## config.mk

```make
export PLATFORM = sky130hd
export DESIGN_NAME = fic_seq
export DESIGN_NICKNAME = d
export VERILOG_FILES = /design/src/rtl/fic_pkg.sv /design/src/rtl/fic_seq_fsm.sv /design/src/rtl/fic_dwell_timer.sv /design/src/rtl/fic_strobe_gen.sv /design/src/rtl/fic_seq.sv
export SDC_FILE = /design/constraint.sdc
export NUM_CORES = 1
export LEC_CHECK = 0
export ABC_AREA = 1
export ABC_CLOCK_PERIOD_IN_PS = 2500
export BUFFER_PORTS_ARGS = -buffer_cell sky130_fd_sc_hd__buf_2
export CAP_MARGIN = 40
export CORE_MARGIN = 5
export CORE_UTILIZATION = 35
export CTS_BUF_LIST = sky130_fd_sc_hd__clkbuf_2 sky130_fd_sc_hd__clkbuf_4 sky130_fd_sc_hd__clkbuf_8
export CTS_CLUSTER_SIZE = 8
export DETAILED_ROUTE_END_ITERATION = 8
export RECOVER_POWER = 25
export SYNTH_ARGS = -nofsm -noshare
export SYNTH_HDL_FRONTEND = slang
export SYNTH_HIERARCHICAL = 1
export SYNTH_SLANG_ARGS = --single-unit
```

## constraint.sdc

```tcl
create_clock -name clk -period 2.5 [get_ports clk]
set_input_delay 0.25 -clock clk [delete_from_list [all_inputs] [get_ports clk]]
set_output_delay 0.25 -clock clk [all_outputs]
set_load 0.005 [all_outputs]
```

## src/rtl/fic_pkg.sv

```systemverilog
// Package: shared phase and status encodings for the campaign sequencer.
// Assumes: all users agree on these encodings; no other state exists.
package fic_pkg;

    // Campaign phases.
    typedef enum logic [2:0] {
        ST_IDLE = 3'd0,
        ST_INIT = 3'd1,
        ST_RUN  = 3'd2,
        ST_ARM  = 3'd3,
        ST_TRIG = 3'd4,
        ST_ERRA = 3'd5,
        ST_ERRB = 3'd6,
        ST_FIN  = 3'd7
    } camp_st_e;

    // Final status codes reported at the port.
    typedef enum logic [1:0] {
        CS_OK   = 2'b00,
        CS_ERRA = 2'b01,
        CS_ERRB = 2'b10
    } camp_stat_e;

    // Number of entry strobes (set-up, workload, injector, finish, exit).
    localparam int NUM_PULSE = 5;

    // Phases in which the error inputs are observed.
    function automatic logic err_watch(input camp_st_e st);
        return (st == ST_RUN) || (st == ST_ARM) || (st == ST_TRIG);
    endfunction

endpackage

```

## src/rtl/fic_seq_fsm.sv

```systemverilog
// Module: phase register and next-phase logic of the campaign.
// Assumes: inputs are synchronous to clk; expire_i is valid only in ST_TRIG.
// Errors outrank go conditions, and error A outranks error B.
module fic_seq_fsm
    import fic_pkg::*;
(
    input  logic     clk,
    input  logic     rst_n,
    input  logic     start_i,
    input  logic     go_app_i,
    input  logic     go_inj_i,
    input  logic     go_trig_i,
    input  logic     err_a_i,
    input  logic     err_b_i,
    input  logic     expire_i,
    output camp_st_e st_q,
    output camp_st_e st_d
);

    logic err_hit;

    // Error qualifier: an error counts only in watched phases.
    always_comb begin
        err_hit = err_watch(st_q) && (err_a_i || err_b_i);
    end

    // Next-phase selection.
    always_comb begin
        st_d = st_q;
        if (err_hit) begin
            st_d = err_a_i ? ST_ERRA : ST_ERRB;
        end else begin
            unique case (st_q)
                ST_IDLE: if (start_i)   st_d = ST_INIT;
                ST_INIT: if (go_app_i)  st_d = ST_RUN;
                ST_RUN:  if (go_inj_i)  st_d = ST_ARM;
                ST_ARM:  if (go_trig_i) st_d = ST_TRIG;
                ST_TRIG: if (expire_i)  st_d = ST_FIN;
                ST_ERRA: st_d = ST_FIN;
                ST_ERRB: st_d = ST_FIN;
                ST_FIN:  st_d = ST_IDLE;
                default: st_d = ST_IDLE;
            endcase
        end
    end

    // Phase register with synchronous reset.
    always_ff @(posedge clk) begin
        if (!rst_n) st_q <= ST_IDLE;
        else        st_q <= st_d;
    end

endmodule

```

## src/rtl/fic_dwell_timer.sv

```systemverilog
// Module: down-counter that measures the trigger-on window.
// Assumes: load_i is a single-cycle pulse on the edge entering the window.
// A length of zero is treated as one cycle.
module fic_dwell_timer #(
    parameter int CNT_W = 16
) (
    input  logic             clk,
    input  logic             rst_n,
    input  logic             load_i,
    input  logic             run_i,
    input  logic [CNT_W-1:0] len_i,
    output logic             expire_o
);

    localparam logic [CNT_W-1:0] ONE = CNT_W'(1);

    logic [CNT_W-1:0] cnt_q;
    logic [CNT_W-1:0] load_val;

    // Load value, with a zero length clamped to one.
    always_comb begin
        load_val = (len_i == '0) ? ONE : len_i;
    end

    // Expiry: the last cycle of the window.
    always_comb begin
        expire_o = run_i && (cnt_q <= ONE);
    end

    // Counter: load on entry, count down while running.
    always_ff @(posedge clk) begin
        if (!rst_n)                cnt_q <= '0;
        else if (load_i)           cnt_q <= load_val;
        else if (run_i && !expire_o) cnt_q <= cnt_q - ONE;
    end

endmodule

```

## src/rtl/fic_strobe_gen.sv

```systemverilog
// Module: registered output stage. It pulses one strobe per phase entry,
// holds the trigger enable level and keeps the final status.
// Assumes: st_d is the phase that st_q takes on the next edge.
module fic_strobe_gen
    import fic_pkg::*;
(
    input  logic                 clk,
    input  logic                 rst_n,
    input  camp_st_e             st_q,
    input  camp_st_e             st_d,
    output logic [NUM_PULSE-1:0] pulse_o,
    output logic                 trig_en_o,
    output logic [1:0]           status_o
);

    // Phase whose entry fires each strobe bit.
    localparam camp_st_e PULSE_ST [NUM_PULSE] =
        '{ST_INIT, ST_RUN, ST_ARM, ST_FIN, ST_IDLE};

    genvar gi;
    generate
        for (gi = 0; gi < NUM_PULSE; gi++) begin : g_pulse
            // Entry strobe for one phase.
            always_ff @(posedge clk) begin
                if (!rst_n) pulse_o[gi] <= 1'b0;
                else        pulse_o[gi] <= (st_d == PULSE_ST[gi]) &&
                                           (st_q != PULSE_ST[gi]);
            end
        end
    endgenerate

    // Trigger enable level, high throughout the trigger phase.
    always_ff @(posedge clk) begin
        if (!rst_n) trig_en_o <= 1'b0;
        else        trig_en_o <= (st_d == ST_TRIG);
    end

    // Final status: cleared on launch, set on error entry.
    always_ff @(posedge clk) begin
        if (!rst_n)
            status_o <= CS_OK;
        else if (st_q == ST_IDLE && st_d == ST_INIT)
            status_o <= CS_OK;
        else if (st_d == ST_ERRA && st_q != ST_ERRA)
            status_o <= CS_ERRA;
        else if (st_d == ST_ERRB && st_q != ST_ERRB)
            status_o <= CS_ERRB;
    end

endmodule

```

## src/rtl/fic_seq.sv

```systemverilog
// Module: top of the fault campaign sequencer.
// Assumes: the condition and error inputs are synchronous to clk, and
// the attached processes act on strobes that are one cycle wide.
module fic_seq
    import fic_pkg::*;
#(
    parameter int CNT_W = 16
) (
    input  logic             clk,
    input  logic             rst_n,
    input  logic             start_i,
    input  logic [CNT_W-1:0] trig_len_i,
    input  logic             go_app_i,
    input  logic             go_inj_i,
    input  logic             go_trig_i,
    input  logic             err_a_i,
    input  logic             err_b_i,
    output logic             log_start_o,
    output logic             app_start_o,
    output logic             inj_start_o,
    output logic             trig_en_o,
    output logic             kill_o,
    output logic             done_o,
    output logic [1:0]       status_o
);

    camp_st_e             st_q;
    camp_st_e             st_d;
    logic                 expire;
    logic                 tmr_load;
    logic                 tmr_run;
    logic [NUM_PULSE-1:0] pulse;

    // Timer controls derived from the phase transition.
    always_comb begin
        tmr_load = (st_d == ST_TRIG) && (st_q != ST_TRIG);
        tmr_run  = (st_q == ST_TRIG);
    end

    fic_seq_fsm u_fsm (
        .clk       (clk),
        .rst_n     (rst_n),
        .start_i   (start_i),
        .go_app_i  (go_app_i),
        .go_inj_i  (go_inj_i),
        .go_trig_i (go_trig_i),
        .err_a_i   (err_a_i),
        .err_b_i   (err_b_i),
        .expire_i  (expire),
        .st_q      (st_q),
        .st_d      (st_d)
    );

    fic_dwell_timer #(.CNT_W(CNT_W)) u_tmr (
        .clk      (clk),
        .rst_n    (rst_n),
        .load_i   (tmr_load),
        .run_i    (tmr_run),
        .len_i    (trig_len_i),
        .expire_o (expire)
    );

    fic_strobe_gen u_out (
        .clk       (clk),
        .rst_n     (rst_n),
        .st_q      (st_q),
        .st_d      (st_d),
        .pulse_o   (pulse),
        .trig_en_o (trig_en_o),
        .status_o  (status_o)
    );

    // Map the strobe vector onto named outputs.
    always_comb begin
        log_start_o = pulse[0];
        app_start_o = pulse[1];
        inj_start_o = pulse[2];
        kill_o      = pulse[3];
        done_o      = pulse[4];
    end

endmodule

```

Word level (Yosys, flattened, before mapping) --
Index checks and enable logic that the tools add are counted.
Operators by class: add/sub/neg operators 1, mux-type cells 13, bitwise gates (word level) 1, $lt $le $gt $ge 1, reductions and logical operators 25, equality and inequality tests 21
Operators with widths (count):
- $mux 16 | 3
- $eq 3x3->1 const B | 8
- $pmux 3 s7 | 1
- $mux 3 | 6
- $le 16x1->1 const B | 1
- $logic_not 16->1 | 1
- $sub 16x1->16 const B | 1
- $eq 3x2->1 const B | 4
- $logic_and 1x1->1 | 12
- $ne 3x3->1 const B | 4
- $eq 3x1->1 const B | 2
- $logic_not 3->1 | 2
- $ne 3x2->1 const B | 2
- $reduce_bool 2->1 | 2
- $reduce_or 2->1 | 2
- $logic_or 1x1->1 | 3
- $ne 3x1->1 const B | 1
- $reduce_bool 3->1 | 1
- $reduce_or 3->1 | 1
- $mux 1 | 2
- $mux 2 | 1
- $logic_not 1->1 | 1
- $not 1->1 | 1
Storage, ports and cells: register bits after elaboration 27, output and inout bits 8

Depth between registers and ports, before layout --
word-level depth 9, mapped depth 23, mapped depth without buffers 22

Modules after synthesis --
The synthesis kept the hierarchy.
Modules (own cells, without submodules):
- fic_dwell_timer | cells an instance 219, sequential area each 320.3 µm², area each 1286.2 µm², times used 1
- fic_strobe_gen | cells an instance 44, sequential area each 160.2 µm², area each 316.6 µm², times used 1
- fic_seq_fsm | cells an instance 47, sequential area each 60.1 µm², area each 266.5 µm², times used 1
- fic_seq | cells an instance 6, sequential area each 0.0 µm², area each 25.0 µm², times used 1

Worst setup path before layout --
No wires, ideal clock.
path type register to register, from register u_tmr.cnt_q[0], to register u_tmr.cnt_q[9], setup slack 0.061 ns, clock period less this slack 2.439 ns, stages on the path, launching flop included 23, data required time 2.372 ns, arrival time 2.312 ns, cell sequence dfxtp_1 > inv_1 > ha_1 > nor2_1 > nor2_1 > nand3_4 > nor2_1 > nand3_1 > nand2_1 > nor2_1 > nand2_1 > nand2_1 > nand2_1 > nor2_1 > nand2_1 > nor2_1 > buf_2 > clkinv_2 > buf_2 > nand3_1 > nand2_1 > nor2_1 > nor2_1
Between the ends: cells in the longest elaborated chain, start to end 8, elaborated cells on any way between the ends 13, classes of those cells add/sub (1); order compare (1); eq/ne (1); mux (5); reduce/logical (5)
RTL lines:
- start: declaration | RTL line fic_dwell_timer.sv:17 | logic [CNT_W-1:0] cnt_q;
- start signal: assignment | RTL line fic_dwell_timer.sv:33 | else if (load_i) cnt_q <= load_val;
- start signal: assignment | RTL line fic_dwell_timer.sv:34 | else if (run_i && !expire_o) cnt_q <= cnt_q - ONE;
- $le 16x1->1 * | RTL line fic_dwell_timer.sv:27 | expire_o = run_i && (cnt_q <= ONE);
- $logic_and 1x1->1 * | RTL line fic_dwell_timer.sv:27
- net expire | RTL line fic_seq.sv:29 | logic expire;
- $mux 3 * | RTL line fic_seq_fsm.sv:38 | ST_TRIG: if (expire_i) st_d = ST_FIN;
- $pmux 3 s7 * | RTL line fic_seq_fsm.sv:33 | unique case (st_q)
- $mux 3 * | RTL line fic_seq_fsm.sv:30 | if (err_hit) begin
- net st_d[1] | RTL line fic_seq.sv:28 | camp_st_e st_d;
- $eq 3x3->1 * | RTL line fic_seq.sv:36 | tmr_load = (st_d == ST_TRIG) && (st_q != ST_TRIG);
- $logic_and 1x1->1 * | RTL line fic_seq.sv:36
- net tmr_load | RTL line fic_seq.sv:30 | logic tmr_load;
- $mux 16 / $reduce_bool 2->1 (equally long branches)
The timed path passes the listed nets; every way through them passes the cells marked *. The select of a mux whose other input is x is not followed. A chain may end at the register's enable or synchronous reset.

Worst setup path after layout --
from register u_tmr.cnt_q[0], to register u_tmr.cnt_q[6]
Same word-level chain as after synthesis.

==> flow_summary.ini <==
[status]
outcome = completed

[flow_run]
max_cap_viol_count = 0

[drt]
firstDrtPassIters = 4
drtAntennaViolNets = 0
num_vias = 2007
wirelength_mm = 4.75
via_per_inst = 4.66
drc = 0
drt_first_iter_violations = 77
wl_per_cell_microns = 11.0

[power]
p_leak_nw = 1.10
max-vdd-ir-drop_mv = 0.581
power_density_nw_per_um2 = 1490
total_power_w = 0.00342

[logic_synthesis]
mappedNetlistArea_sq_um = 1890
synth_warnings = 6
synthTopCellsByCount = nand2_1, nor2_1, inv_1
synth_nets = 342
synth_top_cell_by_area = dfxtp_1
synth_area_per_cell_sq_um = 5.99
synth_area_leaders = dfxtp_1, nand2_1, nor2_1, nand3_1, inv_1
synth_edf_count = 0
ys.flop_type = dfxtp_1
ys_types = 32
synthMostInstantiatedCell = nand2_1
synth_seq_cells = 27
synth_top_area_share_pct = 28.5
netlist_instances = 316
async_reset_ff_share_pct = 0
ys_seq_area_share_pct = 28.5

[timing]
slew_headroom_pct = 68.5
fin_skew_ns = 0.00508
fmax_mhz = 426
finalHoldViolCount = 0
tightestPinTransition_ns = 0.473
fin_crit_ns = 2.35
slew_violations = 0
fin_setup_tns_ns = 0
rsz0062_at_grt = true
setup_ws_ns = 0.154
finalSetupViolations = 0
min_period_over_period_pct = 93.8

[clocking]
clk_latency_ns = 0.27
cts_tree = yes
postCtsHoldBufs = 0
cts_root_buf = clkbuf_8
cts_buffers = 3
htree_levels = 1
cts_sinks = 27
clk_path_buf_depth = 2
clkSlewWorstSetupHoldPaths_ns = 0.10

[setup_path]
crit_chain = inv_1 -> ha_1 -> nor2_1 -> nor2_1 -> nand3_4 -> nor2_1 -> nand3_1 -> nand3_1 -> nor2_1 -> nand2_1 -> nand2_1 -> inv_1 -> nor2_1 -> nand2_1 -> nor2_4 -> inv_4 -> nand2_4 -> clkinv_4 -> nor2_1 -> nor2_1
critical_path_buf_inv_count = 4
slowest_stage = dfxtp_4
start_kind = flop
cp_common_cell = nor2_1
reg2reg_slack_ns = 0.15
worstPathArrival_ns = 2.52
required_ns = 2.67
crit_family = simple AND/OR/NAND/NOR gates
path_max_fanout = 10
setup.worst_path.class = reg2reg
cpPeakStageDelay_ns = 0.36
end_kind = flop

[layout]
finalNetCount = 388
drive_above_1_share_pct = 20.8
multi_input_area_sq_um = 1220
stdcell_count = 431
final-seq-area_sq_um = 546
fill_cells = 587
fin_area_sq_um = 2300
num_antenna_cells = 0
syn2layout_area_growth_pct = 21.2

[placement]
finalWeightedCongestion = 0.840
dp_hpwl_mm = 3.71
placement.io_buffers = 31
dpl_worst_slack_ns = -0.0224
placed_cell_area_sq_um = 2210
dp_cells = 425

[floorplanning]
die_height_microns = 83.6
start_util_pct = 36.6
design.core.area_sq_um = 5170
die_width_microns = 83.6
io_pins = 32
die_area_sq_um = 6980
rows = 26

[global_routing]
grt_pass1_vias = 1862
grt_start_max_net_pins = 18
overflow = 0
grt_pass1_wl_mm = 8.14
antenna_found_initial = 0
gr-usage-all-layers_pct = 13.8

[min_path]
hold_path_class = in2reg
==> metal layers <==
| metal | GRT usage [%] | vias up | routed length (microns) |
|---|---|---|---|
| met1 | 17.2 | 896 | 2230 |
| met2 | 24.4 | 30 | 2260 |
| met4 | 2.92 | 0 | 56 |
| li1 | - | 1077 | - |
| met5 | 0 | - | 0 |
| met3 | 2.96 | 4 | 193 |
==> stage by stage <==
step	utilization, %	hold WS, ns
3_5_place_dp	42.6	0.446
4_1_cts	43.8	0.263
6_report	44.4	0.278
2_1_floorplan	-	0.373
5_1_grt	44.4	0.269
3_3_place_gp	42.6	0.450
==> power by group <==
group | switching [W] | total (W) | leakage (nW) | internal, W
clock network | 0.000141 | 0.000253 | 0.0255 | 0.000112
logic | 0.00147 | 0.00244 | 0.851 | 0.000973
registers | 0.000149 | 0.000721 | 0.221 | 0.000572
total | 0.00176 | 0.00342 | 1.10 | 0.00166
==> logic make-up after synthesis <==
group	synth area share (%)
AOI/OAI and AO/OA	6.80
xor gates and xnor gates	2.31
adders and majority gates	1.32
buffers and inverters	8.19
DFF	28.5
and+or+nand+nor	52.8
==> tightest hold or removal path, cell delays in order <==
cell and delay (ns):
buf_2 0.09, or2_4 0.12, a21oi_2 0.05
==> placed cells by master, fill, tap and decap left out, drive strengths merged, types with 5 or more instances in the layout <==
cell    netlist  routed
buf           3      42
dfxtp        27      27
or2           5       5
inv          30      31
o21ai        10      10
nor2         75      75
nand3        30      30
a21oi        10      10
nor3          9       9
clkbuf        2       7
nand2        97      97
==> state kept, by name, summed over array words and instances (netlist names) <==
name,flops
u_out/pulse_o,5
u_out/status_o,2
u_fsm/st_q,3
u_tmr/cnt_q,16
u_out/trig_en_o,1
==> timing repair <==
| item | CTS | global route |
|---|---|---|
| hold endpoints to repair | 0 | 0 |
| pin swaps | 0 | 1 |
| gates resized for setup | 2 | 9 |
| setup endpoints to repair | 13 | 16 |
| setup buffers | 1 | 1 |
==> layout make-up <==
| class | instances | area share [%] |
|---|---|---|
| multi-input combinational | 252 | 53.1 |
| clock inverter | 1 | 0.218 |
| clock buffer | 3 | 1.80 |
| tap | 70 | 3.81 |
| inverter | 32 | 5.56 |
| timing repair buffer | 46 | 11.8 |
| sequential | 27 | 23.8 |
==> worst paths after layout <==
path | startpoint | cells past startpoint | to
max | u_tmr/cnt_q[0] | 20 | u_tmr/cnt_q[6]
min | err_a_i | 3 | u_fsm/st_q[1]
max reg2reg | u_tmr/cnt_q[0] | 20 | u_tmr/cnt_q[6]
min reg2reg | u_out/status_o[0] | 2 | u_out/status_o[0]
(Power assumes the default switching activity.)
